--- config.mk ---
export PLATFORM = sky130hd
export DESIGN_NAME = cfg_target
export DESIGN_NICKNAME = d
export VERILOG_FILES = /design/src/rtl/cfg_target.sv
export SDC_FILE = /design/constraint.sdc
export NUM_CORES = 1
export LEC_CHECK = 0
export ABC_AREA = 1
export ABC_CLOCK_PERIOD_IN_PS = 1800
export CORE_MARGIN = 1.5
export CORE_UTILIZATION = 45
export CTS_CLUSTER_SIZE = 40
export DETAILED_ROUTE_END_ITERATION = 16
export GPL_TIMING_DRIVEN = 0
export PLACE_DENSITY = 0.72
export SLEW_MARGIN = 20
export SYNTH_ARGS = -nofsm -noshare
export SYNTH_HDL_FRONTEND = slang
export SYNTH_SLANG_ARGS = --single-unit
--- constraint.sdc ---
create_clock -name clk -period 1.8 [get_ports clk]
set_input_delay 0.36 -clock clk [delete_from_list [all_inputs] [get_ports clk]]
set_output_delay 0.36 -clock clk [all_outputs]
set_load 0.005 [all_outputs]
--- src/rtl/cfg_target.sv ---
module cfg_target #(
  parameter int NUM_REGS = 4
) (
  input  logic        clk,
  input  logic        rst_n,
  input  logic        frame_n,
  input  logic        irdy_n,
  input  logic        idsel,
  input  logic [3:0]  cbe_n,
  input  logic [31:0] ad_in,
  output logic [31:0] ad_out,
  output logic        ad_oe,
  output logic        devsel_n_out,
  output logic        devsel_oe,
  output logic        trdy_n_out,
  output logic        trdy_oe,
  output logic        stop_n_out,
  output logic        stop_oe
);
  localparam int IDX_W = 6;
  localparam int LANES = 4;

  typedef enum logic [1:0] {S_IDLE, S_DATA, S_TURN} st_t;

  st_t              st;
  logic             frame_q;
  logic             wr_q;
  logic [IDX_W-1:0] idx_q;
  logic [31:0]      regs [NUM_REGS];
  logic [31:0]      rd_data;

  wire addr_phase = (st == S_IDLE) && frame_q && !frame_n;
  wire hit        = addr_phase && idsel && (cbe_n[3:1] == 3'b101) && (ad_in[1:0] == 2'b00);
  wire done       = (st == S_DATA) && !irdy_n;

  always_ff @(posedge clk or negedge rst_n) begin
    if (!rst_n) begin
      st      <= S_IDLE;
      frame_q <= 1'b1;
      wr_q    <= 1'b0;
      idx_q   <= '0;
    end else begin
      frame_q <= frame_n;
      case (st)
        S_IDLE: if (hit) begin
          st    <= S_DATA;
          wr_q  <= cbe_n[0];
          idx_q <= ad_in[7:2];
        end
        S_DATA: if (done) st <= S_TURN;
        default: st <= S_IDLE;
      endcase
    end
  end

  for (genvar r = 0; r < NUM_REGS; r++) begin : g_reg
    always_ff @(posedge clk or negedge rst_n) begin
      if (!rst_n) begin
        regs[r] <= '0;
      end else if (done && wr_q && idx_q == IDX_W'(r)) begin
        for (int b = 0; b < LANES; b++)
          if (!cbe_n[b]) regs[r][8*b +: 8] <= ad_in[8*b +: 8];
      end
    end
  end

  always_comb begin
    rd_data = '0;
    for (int r = 0; r < NUM_REGS; r++)
      if (idx_q == IDX_W'(r)) rd_data = regs[r];
  end

  assign ad_out       = rd_data;
  assign ad_oe        = (st == S_DATA) && !wr_q;
  assign devsel_oe    = (st != S_IDLE);
  assign trdy_oe      = (st != S_IDLE);
  assign stop_oe      = (st != S_IDLE);
  assign devsel_n_out = (st != S_DATA);
  assign trdy_n_out   = (st != S_DATA);
  assign stop_n_out   = !((st == S_DATA) && !frame_n && !irdy_n);
endmodule


==> key figures, run 1 <==
Outcome
  • Status: finished with violations
  • Failing checks: setup timing

Power
  • Cell internal pwr: about 6.0 mW
  • Gate power share: 0.170
  • Net switching share of the total power: 0.270
  • Leakage power: slightly below 5 nW
  • Worst vdd ir: 0.000754 V
  • Psw: 2.20 mW
  • PwrDens: ~860 mW/mm^2
  • Clock power frac: 0.445
  • Pwr Total: roughly 8.2 mW
  • Register share of total power: 0.385

Critical path
  • FF-to-FF End: regs[87]$_DFFE_PN0P_
  • Setup crit end: ad_out[31]
  • WP data arrival: 2.01 ns
  • Worst R2R Start: idx_q[4]$_DFFE_PN0P_
  • Worst Reg-to-Reg Cells: 10
  • Worst Setup SP: idx_q[1]$_DFFE_PN0P_
  • Kind of end point of the critical path: output pin
  • Startpoint Class: flip-flop
  • Req. time, crit path: approximately 1.4 ns
  • Kind of critical path: flip-flop to output pin
  • Crit path max fanout: 5
  • R2R Setup Slk: 0 ns

CTS
  • Worst-Skew Late Latency: 0.43 ns
  • Number of buffers created by CTS: 17
  • H-tree levels: 4
  • CTS tree: done
  • Clock tree buffer depth: 2
  • Clk root buf: clkbuf_16
  • Clock slew at reported path FFs: ~0.06 ns
  • CTS sink count: ~140

Logic synthesis
  • Post-synthesis sequential area ratio: 0.512
  • #FFs+latches synth: roughly 140
  • Top cells by count, synth: nand2_1, dfrtp_1, nand3_1
  • Mapped cell area: roughly 0.0068 mm^2
  • Synthesized instance count: 825
  • Synth Warn #: 0
  • Number of synthesized flops with an enable pin: 0
  • Async S/R FF share, synth: 1.00
  • Yosys cell types: 20
  • Ranking of synthesized cells by area: dfrtp_1, nand2_1, nand3_1, nand4_1, buf_4
  • Post-synth top area share: 0.508
  • Leading area contributor after synthesis: dfrtp_1
  • Syn_nets: ~870
  • Cell with the most instances after synthesis: nand2_1
  • Most used DFF post-synth: dfrtp_1
  • Synthesized area per cell: about 8 um^2

STA
  • Fin crit share: 1.32
  • Slew HR: 0.596
  • Setup violators final: 34
  • Achievable clock frequency: between 400 and 500 MHz
  • Final WS setup: -0.568 ns
  • Crit path time final: 2.37 ns
  • RSZ-0062 raised after global routing: true
  • Hold Slack: between 0.3 and 0.4 ns
  • Worst Tran Pin Value: about 0.6 ns
  • Final Slew Violations: 0
  • Clk_skew: 0.00807 ns
  • Final hold vios: 0

Die
  • Die width: 125 um
  • Placement Rows: 44
  • Initial core utilization: 0.463
  • Num ports: 80
  • Die Y-Extent: ~130 um
  • Core footprint: around 0.015 mm^2
  • DIE AREA: 0.0157 mm^2

Final layout
  • Area delta synth->final: 40.4%
  • Final Util: 0.650
  • Fraction of layout cells with a size suffix above 1: 0.243
  • # diodes: 0
  • Post-layout nets: 1025

Global route
  • Initial antenna violation count: 0
  • GRT overflow: 0
  • Number of global-route vias before repair: just under 7000
  • Largest net degree at the start of global routing: 76
  • First-pass GRT wire length: between 30000 and 40000 um
  • All-layer global routing usage: 0.301

Route
  • Total Wirelength: approximately 24000 um
  • Total number of vias: 7034
  • DRC viols: 0
  • Final antenna-violating net count: 0
  • TritonRoute pass-1 iters: 6
  • Routed length per placed instance: between 20 and 25 um
  • Via density: between 5 and 6
  • First-iteration detailed-routing DRC count: around 800

Placement
  • Dpl hpwl: ~14000 um
  • Post-place setup slack: -0.740 ns
  • RD Place Congestion: approximately 0.85
  • PortBufs: between 70 and 80

Hold path
  • Hold crit path type: primary input to flip-flop

Job
  • Max Cap Violations: 0
## critical path: stages, from the launching register on
cell and delay (ns):
dfrtp_2 0.46, inv_2 0.11, nand2_1 0.12, nor2_4 0.17, buf_6 0.13, buf_4 0.13, buf_16 0.11, nand2_1 0.07
nand4_1 0.12, buf_2 0.14
## sequential cells by signal, summed over array words and instances (netlist names)
signal and count:
frame_q 1, idx_q 6, regs 128, st 2, wr_q 1
## kinds of logic (layout without fill, tap and decap cells)
group,after synthesis,after routing,synth area share
simple gates,613,613,0.435
compound gates,1,1,0.000741
buf+inv,73,245,0.0524
flops,138,138,0.512
## layout by cell type (no fill, tap or decap), types with 5 or more instances in the layout
cell and count:
nand2_1 313, dfrtp_1 136, nand3_1 130, nand4_1 104, buf_4 45, clkdlybuf4s50_1 39, buf_2 32, clkbuf_16 26
buf_6 24, nand2_2 23, nor2_4 13, nand3_4 12, clkbuf_1 12, clkbuf_8 9, buf_8 8, nand3_2 8
inv_1 7, buf_12 6, inv_2 6, nand2_4 5
## through the flow
stage               cells  area (um^2)  setup TNS (ns)
finish               1181         9480          -15.58
global route         1181         9480          -18.19
global placement     1088         7770         -780.25
CTS                  1170         9210          -13.73
detailed placement   1089         7800          -46.24
floorplan             825         6750               0
## power by group through the flow
stage | Clock [mW] | Combinational (mW) | Sequential (mW)
after detailed placement | 0 | 0.758 | 3.19
after floorplan | 0 | 0.354 | 3.19
after global routing | 3.79 | 1.43 | 3.14
final | 3.63 | 1.38 | 3.14
after CTS | 3.63 | 1.27 | 3.14
after global placement | 0 | 0.744 | 3.19
## what timing repair did
action,CTS,global route
pin swaps,31,27
buffers inserted,41,14
resized for setup,266,56
setup endpoints to repair,39,108
hold buffers,1,0
hold endpoints to repair,62,0
gates cloned,7,0
## cell type report
cell class              instances  area (um^2)
fillers                      1137         5110
flip-flops and latches        138         3460
multi-input cells             614         3150
repair buffers                141         1310
plain buffers                  54          657
clock buffers                  18          439
well taps                     184          230
clock inverters                14          171
inverters                      18         72.6
## worst min-delay path by stage
stage	start	end	slack [ns]	depth (start not counted)
final	frame_n	frame_q$_DFF_PN1_	0.37	1
after global routing	frame_n	frame_q$_DFF_PN1_	0.37	1
after CTS	frame_n	frame_q$_DFF_PN1_	0.37	1
after detailed placement	rst_n	regs[61]$_DFFE_PN0P_	0.34	1
after global placement	regs[97]$_DFFE_PN0P_	regs[97]$_DFFE_PN0P_	0.45	2
after floorplan	rst_n	idx_q[0]$_DFFE_PN0P_	0.06	0
## per-layer routing
metal	wire, um	GRT usage	vias up
met1	9500	0.396	3366
met5	0	0	-
li1	-	-	3134
met2	11300	0.470	428
met4	1120	0.144	0
met3	2240	0.0702	106
(Power assumes the default switching activity.)
==> inputs of run 2 (changes only) <==
- REMOVE_ABC_BUFFERS: not set -> 1
==> run 2 against run 1 <==
  * The flow still finishes with violations (setup timing)
  * Clock skew up 0.00073 ns
  * Maximum frequency grew 0.38%
  * Combinational power is 27% higher
  * Cell count increased by 0.68%
  * Clock power rose by 12%
==> key figures, run 2 (synthesized netlist as in run 1, its figures left out) <==
Critical path
  • WP data arrival: 2.00 ns (was 2.01 ns)
  • Worst R2R Start: idx_q[3]$_DFFE_PN0P_ (was idx_q[4]$_DFFE_PN0P_)
  • FF-to-FF End: regs[81]$_DFFE_PN0P_ (was regs[87]$_DFFE_PN0P_)
  • Worst Reg-to-Reg Cells: 13 (was 10)
  • Kind of end point of the critical path: output pin (unchanged)
  • Req. time, crit path: 1.44 ns (about the same)
  • Crit path max fanout: 5 (unchanged)
  • Kind of critical path: flip-flop to output pin (unchanged)
  • R2R Setup Slk: -0.28 ns (was 0 ns)
  • Startpoint Class: flip-flop (unchanged)

Final layout
  • Most frequent cells in the layout: nand2_1, dfrtp_1, nand4_1 (was nand2_1, dfrtp_1, nand3_1)
  • Fraction of layout cells with a size suffix above 1: 0.355 (was 0.243)
  • Regs by FF count: regs x128, idx_q x6, st x2 (unchanged)
  • Leading cell type in the layout, fill and taps excluded: nand2_1 (unchanged)
  • Post-layout nets: 1033 (was 1025)
  • Area delta synth->final: 55.7% (was 40.4%)
  • Post-route insts no fill: 1189 (was 1181)
  • # diodes: 0 (unchanged)
  • Reg with most FFs: regs (unchanged)
  • Number of flip-flops in the largest register: 128 (unchanged)

Hold path
  • Hold EP: frame_q$_DFF_PN1_ (unchanged)
  • HP Start: frame_n (unchanged)
  • Worst hold stages: 1 (unchanged)
  • Hold crit path type: primary input to flip-flop (unchanged)

Power
  • Psw: 2.35 mW (was 2.20 mW)
  • Cell internal pwr: 6.61 mW (was 5.95 mW)
  • Register share of total power: 0.351 (was 0.385)
  • Leakage power: 5.09 nW (was 4.87 nW)
  • Net switching share of the total power: 0.262 (was 0.270)
  • Gate power share: 0.195 (was 0.170)
  • Worst vdd ir: 0.000832 V (was 0.000754 V)
  • Clock power frac: 0.454 (was 0.445)
  • PwrDens: 852 mW/mm^2 (was 860 mW/mm^2)

STA
  • Clk_skew: 0.00880 ns (was 0.00807 ns)
  • Slew HR: 0.479 (was 0.596)
  • Worst Tran Pin Value: 0.781 ns (was 0.604 ns)
  • Final WS setup: -0.559 ns (was -0.568 ns)
  • Setup TNS: -29.71 ns (was -15.58 ns)
  • Crit path time final: 2.36 ns (was 2.37 ns)
  • Achievable clock frequency: 424 MHz (was 422 MHz)
  • RSZ-0062 raised after global routing: true (unchanged)
  • Setup violators final: 138 (was 34)
  • Final Slew Violations: 0 (unchanged)
  • Final hold vios: 0 (unchanged)
  • Fin crit share: 1.31 (was 1.32)

CTS
  • Clock tree buffer depth: 2 (unchanged)
  • Clk root buf: clkbuf_16 (unchanged)
  • Worst-Skew Late Latency: 0.44 ns (was 0.43 ns)
  • H-tree levels: 4 (unchanged)
  • CTS sink count: 138 (unchanged)
  • Number of buffers created by CTS: 17 (unchanged)
  • Clock slew at reported path FFs: 0.06 ns (about the same)
  • CTS tree: done (unchanged)

Placement
  • RD Place Congestion: 0.762 (was 0.850)
  • PortBufs: 79 (unchanged)
  • Dpl hpwl: 11300 um (was 13600 um)
  • Post-place setup slack: -1.44 ns (was -0.740 ns)
  • Post-Place Cells: 1043 (was 1089)

Route
  • DRC viols: 0 (unchanged)
  • Total number of vias: 7739 (was 7034)
  • Total Wirelength: 29600 um (was 24100 um)
  • Via density: 6.51 (was 5.96)
  • Final antenna-violating net count: 0 (unchanged)
  • Routed length per placed instance: 24.9 um (was 20.4 um)
  • TritonRoute pass-1 iters: 8 (was 6)
  • First-iteration detailed-routing DRC count: 1050 (was 822)

Outcome
  • Failing checks: setup timing (unchanged)
  • Status: finished with violations (unchanged)

Die
  • DIE AREA: 0.0157 mm^2 (unchanged)
  • Num ports: 80 (unchanged)
  • Placement Rows: 44 (unchanged)
  • Die Y-Extent: 125 um (unchanged)
  • Die width: 125 um (unchanged)
  • Core footprint: 0.0146 mm^2 (unchanged)
  • Initial core utilization: 0.463 (unchanged)

Global route
  • GRT overflow: 0 (unchanged)
  • First-pass GRT wire length: 36900 um (was 36700 um)
  • Met3 Use GR: 0.0680 (was 0.0702)
  • M1 GR Usage: 0.379 (was 0.396)
  • Met2 Usage GRT: 0.480 (was 0.470)
  • Largest net degree at the start of global routing: 80 (was 76)
  • Number of global-route vias before repair: 6928 (was 6727)
  • All-layer global routing usage: 0.303 (was 0.301)
  • Busiest grt layer: met2 (unchanged)
  • Initial antenna violation count: 0 (unchanged)

Job
  • Max Cap Violations: 0 (unchanged)
## run 2: cell types whose count changed in the layout (fill, tap and decap cells not counted), moves of 4 or more
cell | before | now
buf_16 | 4 | 11
nand3_2 | 8 | 56
nand2_4 | 5 | 1
nand2_2 | 23 | 58
buf_12 | 6 | 27
nand3_1 | 130 | 70
buf_6 | 24 | 17
nand2_1 | 313 | 281
nand3_4 | 12 | 24
clkbuf_1 | 12 | 3
## run 2: cell type report
| type | count | area, um^2 |
|---|---|---|
| Multi-Input combinational cell | 616 | 3640 |
| Sequential cell | 138 | 3460 |
| Fill cell | 901 | 4080 |
| Timing Repair inverter | 2 | 10.0 |
| Timing Repair Buffer | 199 | 2400 |
| Tap cell | 184 | 230 |
| Clock buffer | 26 | 519 |
| Clock inverter | 6 | 155 |
| Inverter | 18 | 96.3 |
## run 2: worst max path at each step
stage                         startpoint                    end  slack, ns  cells past startpoint
floorplan           idx_q[5]$_DFFE_PN0P_             ad_out[10]      -1.39                      5
global placement                   rst_n  regs[106]$_DFFE_PN0P_      -5.26                      1
detailed placement  idx_q[3]$_DFFE_PN0P_              ad_out[0]      -1.44                      7
CTS                 idx_q[4]$_DFFE_PN0P_              ad_out[2]      -0.50                     10
global route        idx_q[3]$_DFFE_PN0P_             ad_out[30]      -0.57                      8
finish              idx_q[4]$_DFFE_PN0P_              ad_out[3]      -0.56                      9
## run 2: power groups by stage
stage,Combinational (mW),Clock [mW],Sequential (mW)
after floorplan,0.276,0,3.19
after global placement,0.633,0,3.20
after detailed placement,0.770,0,3.19
after CTS,1.41,4.02,3.14
after global routing,1.78,4.16,3.14
final,1.75,4.06,3.14
## run 2: through the flow
| stage | total power [mW] | area, um^2 | util | hold slack (ns) |
|---|---|---|---|---|
| after CTS | 8.57 | 9400 | 0.644 | 0.359 |
| after global routing | 9.08 | 10500 | 0.720 | 0.375 |
| after floorplan | 3.47 | 6460 | - | 0.0644 |
| after detailed placement | 3.96 | 7780 | 0.533 | 0.395 |
| final | 8.95 | 10500 | 0.720 | 0.377 |
| after global placement | 3.83 | 7490 | 0.513 | 0.453 |
## run 2: layer usage
metal,wire (um),share of wire,vias up
met5,0,0,-
met4,2170,0.073,0
met3,3320,0.11,199
met2,13700,0.46,681
met1,10400,0.35,3705
li1,-,-,3154
## run 2: worst max-delay path: stages, from the launching register on
cell and delay [ns]:
dfrtp_1 0.43, nor2_4 0.16, buf_12 0.14, nand2_8 0.07, nor2_4 0.14, buf_6 0.13
buf_8 0.12, nand2_2 0.06, nand4_1 0.15, buf_2 0.15
## run 2: timing repair
action,in CTS,in global routing
buffers inserted,61,32
resized for setup,217,151
cloned,11,14
hold buffers,1,0
setup endpoints to repair,175,168
pin swaps,25,110
hold endpoints to repair,77,0
==> inputs of run 3 (changes only) <==
- CORE_UTILIZATION: 45 -> 35
- PLACE_DENSITY: 0.72 -> 0.6
==> run 3 against run 2 <==
  * Power is 4.8% lower
  * The run still ends with setup timing left
  * Flip-flop and latch count unchanged
  * Maximum frequency decreased by 0.14%
  * Hold slack worse by 0.013 ns
  * Cell count increased by 5.6%
  * Routed wire length decreased by 8.5%
  * Sequential power hardly changed
  * Core utilization down 16 points
==> key figures, run 3 (synthesized netlist as in run 1, its figures left out) <==
Final layout
  • Most frequent cells in the layout: nand2_1, dfrtp_1, nand4_1 (unchanged)
  • Leading cell type in the layout, fill and taps excluded: nand2_1 (unchanged)
  • Design area: 0.0105 mm^2 (about the same)
  • Fraction of layout cells with a size suffix above 1: 0.377 (was 0.355)
  • Area delta synth->final: 55.0% (was 55.7%)
  • Reg with most FFs: regs (unchanged)
  • Regs by FF count: regs x128, idx_q x6, st x2 (unchanged)
  • # diodes: 0 (unchanged)
  • Number of flip-flops in the largest register: 128 (unchanged)
  • Post-layout nets: 1023 (was 1033)

STA
  • Achievable clock frequency: 423 MHz (was 424 MHz)
  • Final Slew Violations: 0 (unchanged)
  • Fin crit share: 1.31 (about the same)
  • Worst Tran Pin Value: 0.793 ns (was 0.781 ns)
  • RSZ-0062 raised after global routing: true (unchanged)
  • Hold Slack: 0.364 ns (was 0.377 ns)
  • Clk_skew: 0.00922 ns (was 0.00880 ns)
  • Final hold vios: 0 (unchanged)
  • Final WS setup: -0.563 ns (was -0.559 ns)
  • Slew HR: 0.470 (was 0.479)
  • Setup violators final: 152 (was 138)
  • Crit path time final: 2.36 ns (about the same)

Power
  • Leakage power: 5.02 nW (was 5.09 nW)
  • PwrDens: 814 mW/mm^2 (was 852 mW/mm^2)
  • Psw: 2.35 mW (about the same)
  • Gate power share: 0.197 (was 0.195)
  • Cell internal pwr: 6.16 mW (was 6.61 mW)
  • Register share of total power: 0.368 (was 0.351)
  • Net switching share of the total power: 0.276 (was 0.262)
  • Clock power frac: 0.435 (was 0.454)
  • Worst vdd ir: 0.000781 V (was 0.000832 V)

Global route
  • Number of global-route vias before repair: 6513 (was 6928)
  • Initial antenna violation count: 0 (unchanged)
  • All-layer global routing usage: 0.239 (was 0.303)
  • Largest net degree at the start of global routing: 73 (was 80)
  • GRT overflow: 0 (unchanged)
  • First-pass GRT wire length: 36500 um (was 36900 um)

Hold path
  • Worst hold stages: 1 (unchanged)
  • HP Start: frame_n (unchanged)
  • Hold crit path type: primary input to flip-flop (unchanged)

Critical path
  • Worst Setup SP: idx_q[3]$_DFFE_PN0P_ (was idx_q[4]$_DFFE_PN0P_)
  • WP data arrival: 2.00 ns (about the same)
  • Worst Reg-to-Reg Cells: 14 (was 13)
  • Crit path max fanout: 5 (unchanged)
  • Startpoint Class: flip-flop (unchanged)
  • Kind of critical path: flip-flop to output pin (unchanged)
  • Worst R2R Start: idx_q[3]$_DFFE_PN0P_ (unchanged)
  • Req. time, crit path: 1.44 ns (about the same)
  • R2R Setup Slk: -0.47 ns (was -0.28 ns)
  • Kind of end point of the critical path: output pin (unchanged)

Die
  • Num ports: 80 (unchanged)
  • Die width: 142 um (was 125 um)
  • Core footprint: 0.0188 mm^2 (was 0.0146 mm^2)
  • Die Y-Extent: 142 um (was 125 um)
  • Initial core utilization: 0.359 (was 0.463)
  • Placement Rows: 50 (was 44)
  • DIE AREA: 0.0201 mm^2 (was 0.0157 mm^2)

Outcome
  • Failing checks: setup timing (unchanged)
  • Status: finished with violations (unchanged)

Route
  • Routed length per placed instance: 21.6 um (was 24.9 um)
  • DRC viols: 0 (unchanged)
  • Final antenna-violating net count: 0 (unchanged)
  • Total number of vias: 7094 (was 7739)
  • TritonRoute pass-1 iters: 7 (was 8)
  • Via density: 5.65 (was 6.51)
  • Total Wirelength: 27100 um (was 29600 um)
  • First-iteration detailed-routing DRC count: 769 (was 1050)

Placement
  • Post-place setup slack: -1.60 ns (was -1.44 ns)
  • PortBufs: 79 (unchanged)
  • RD Place Congestion: 0.728 (was 0.762)
  • Area post-placement: 0.00788 mm^2 (was 0.00778 mm^2)
  • Dpl hpwl: 12000 um (was 11300 um)

CTS
  • Worst-Skew Late Latency: 0.44 ns (about the same)
  • CTS tree: done (unchanged)
  • Clk root buf: clkbuf_16 (unchanged)
  • CTS sink count: 138 (unchanged)
  • H-tree levels: 4 (unchanged)
  • Clock tree buffer depth: 2 (unchanged)
  • Number of buffers created by CTS: 17 (unchanged)
  • Clock slew at reported path FFs: 0.06 ns (about the same)

Job
  • Max Cap Violations: 0 (unchanged)
run 3: cell count changes in the layout (fill, tap and decap cells not counted), moves of 3 or more:
cell | before | now
nand3_1 | 70 | 50
buf_6 | 17 | 25
nand3_4 | 24 | 19
clkbuf_8 | 6 | 3
clkinv_4 | 1 | 4
nand3_2 | 56 | 81
buf_8 | 9 | 13
nand2_1 | 281 | 278
buf_4 | 43 | 34
nand2_4 | 1 | 4
buf_12 | 27 | 19
run 3: layout make-up:
class                           count  area, um^2
Fill cell                        1623        8360
Multi-Input combinational cell    617        3730
Sequential cell                   138        3460
Timing Repair Buffer              189        2220
Clock buffer                       22         474
Tap cell                          260         325
Clock inverter                     10         141
Inverter                           18         110
Timing Repair inverter              1        6.26
run 3: final timing paths:
path | endpoint
worst max-delay path | ad_out[24]
worst min-delay path | frame_q$_DFF_PN1_
worst max register to register | regs[73]$_DFFE_PN0P_
worst min register to register | regs[11]$_DFFE_PN0P_
max in group asynchronous | regs[108]$_DFFE_PN0P_
min in group asynchronous | regs[91]$_DFFE_PN0P_
run 3: power by group through the flow:
stage               Sequential (mW)  Combinational (mW)  Clock [mW]
floorplan                      3.19               0.276           0
global placement               3.20               0.649           0
detailed placement             3.20               0.792           0
CTS                            3.14                1.53        3.70
global route                   3.14                1.73        3.84
finish                         3.14                1.68        3.70
run 3: what timing repair did:
item                                    in CTS  in global routing
pin swaps                                   46                121
endpoints found under the setup margin     175                173
hold endpoints to repair                    66                  0
hold buffers                                 1                  0
gates resized for setup                    231                186
buffers inserted                            66                 22
gates cloned                                11                 12
run 3: layer usage:
metal,up-vias,track usage,routed length [um]
li1,3133,-,-
met1,3488,0.319,11100
met2,382,0.379,12700
met3,91,0.0516,2130
met4,0,0.0977,1180
met5,-,0,0
run 3: stage by stage:
step | std cells | util | TNS (ns) | power, mW
finish | 1255 | 0.556 | -54.28 | 8.52
global route | 1255 | 0.556 | -60.93 | 8.71
CTS | 1228 | 0.505 | -16.30 | 8.37
detailed placement | 1119 | 0.419 | -168.38 | 3.99
global placement | 1109 | 0.403 | -1162.71 | 3.85
floorplan | 770 | - | -142.94 | 3.47
run 3: worst max-delay path, stage by stage, from the launching register on:
cell and delay (ns):
dfrtp_1 0.41, nor2_4 0.17, clkbuf_16 0.17, nand2_8 0.06
buf_6 0.12, nor2_4 0.12, buf_6 0.15, buf_12 0.12
nand2_4 0.04, nand4_1 0.08, buf_2 0.12
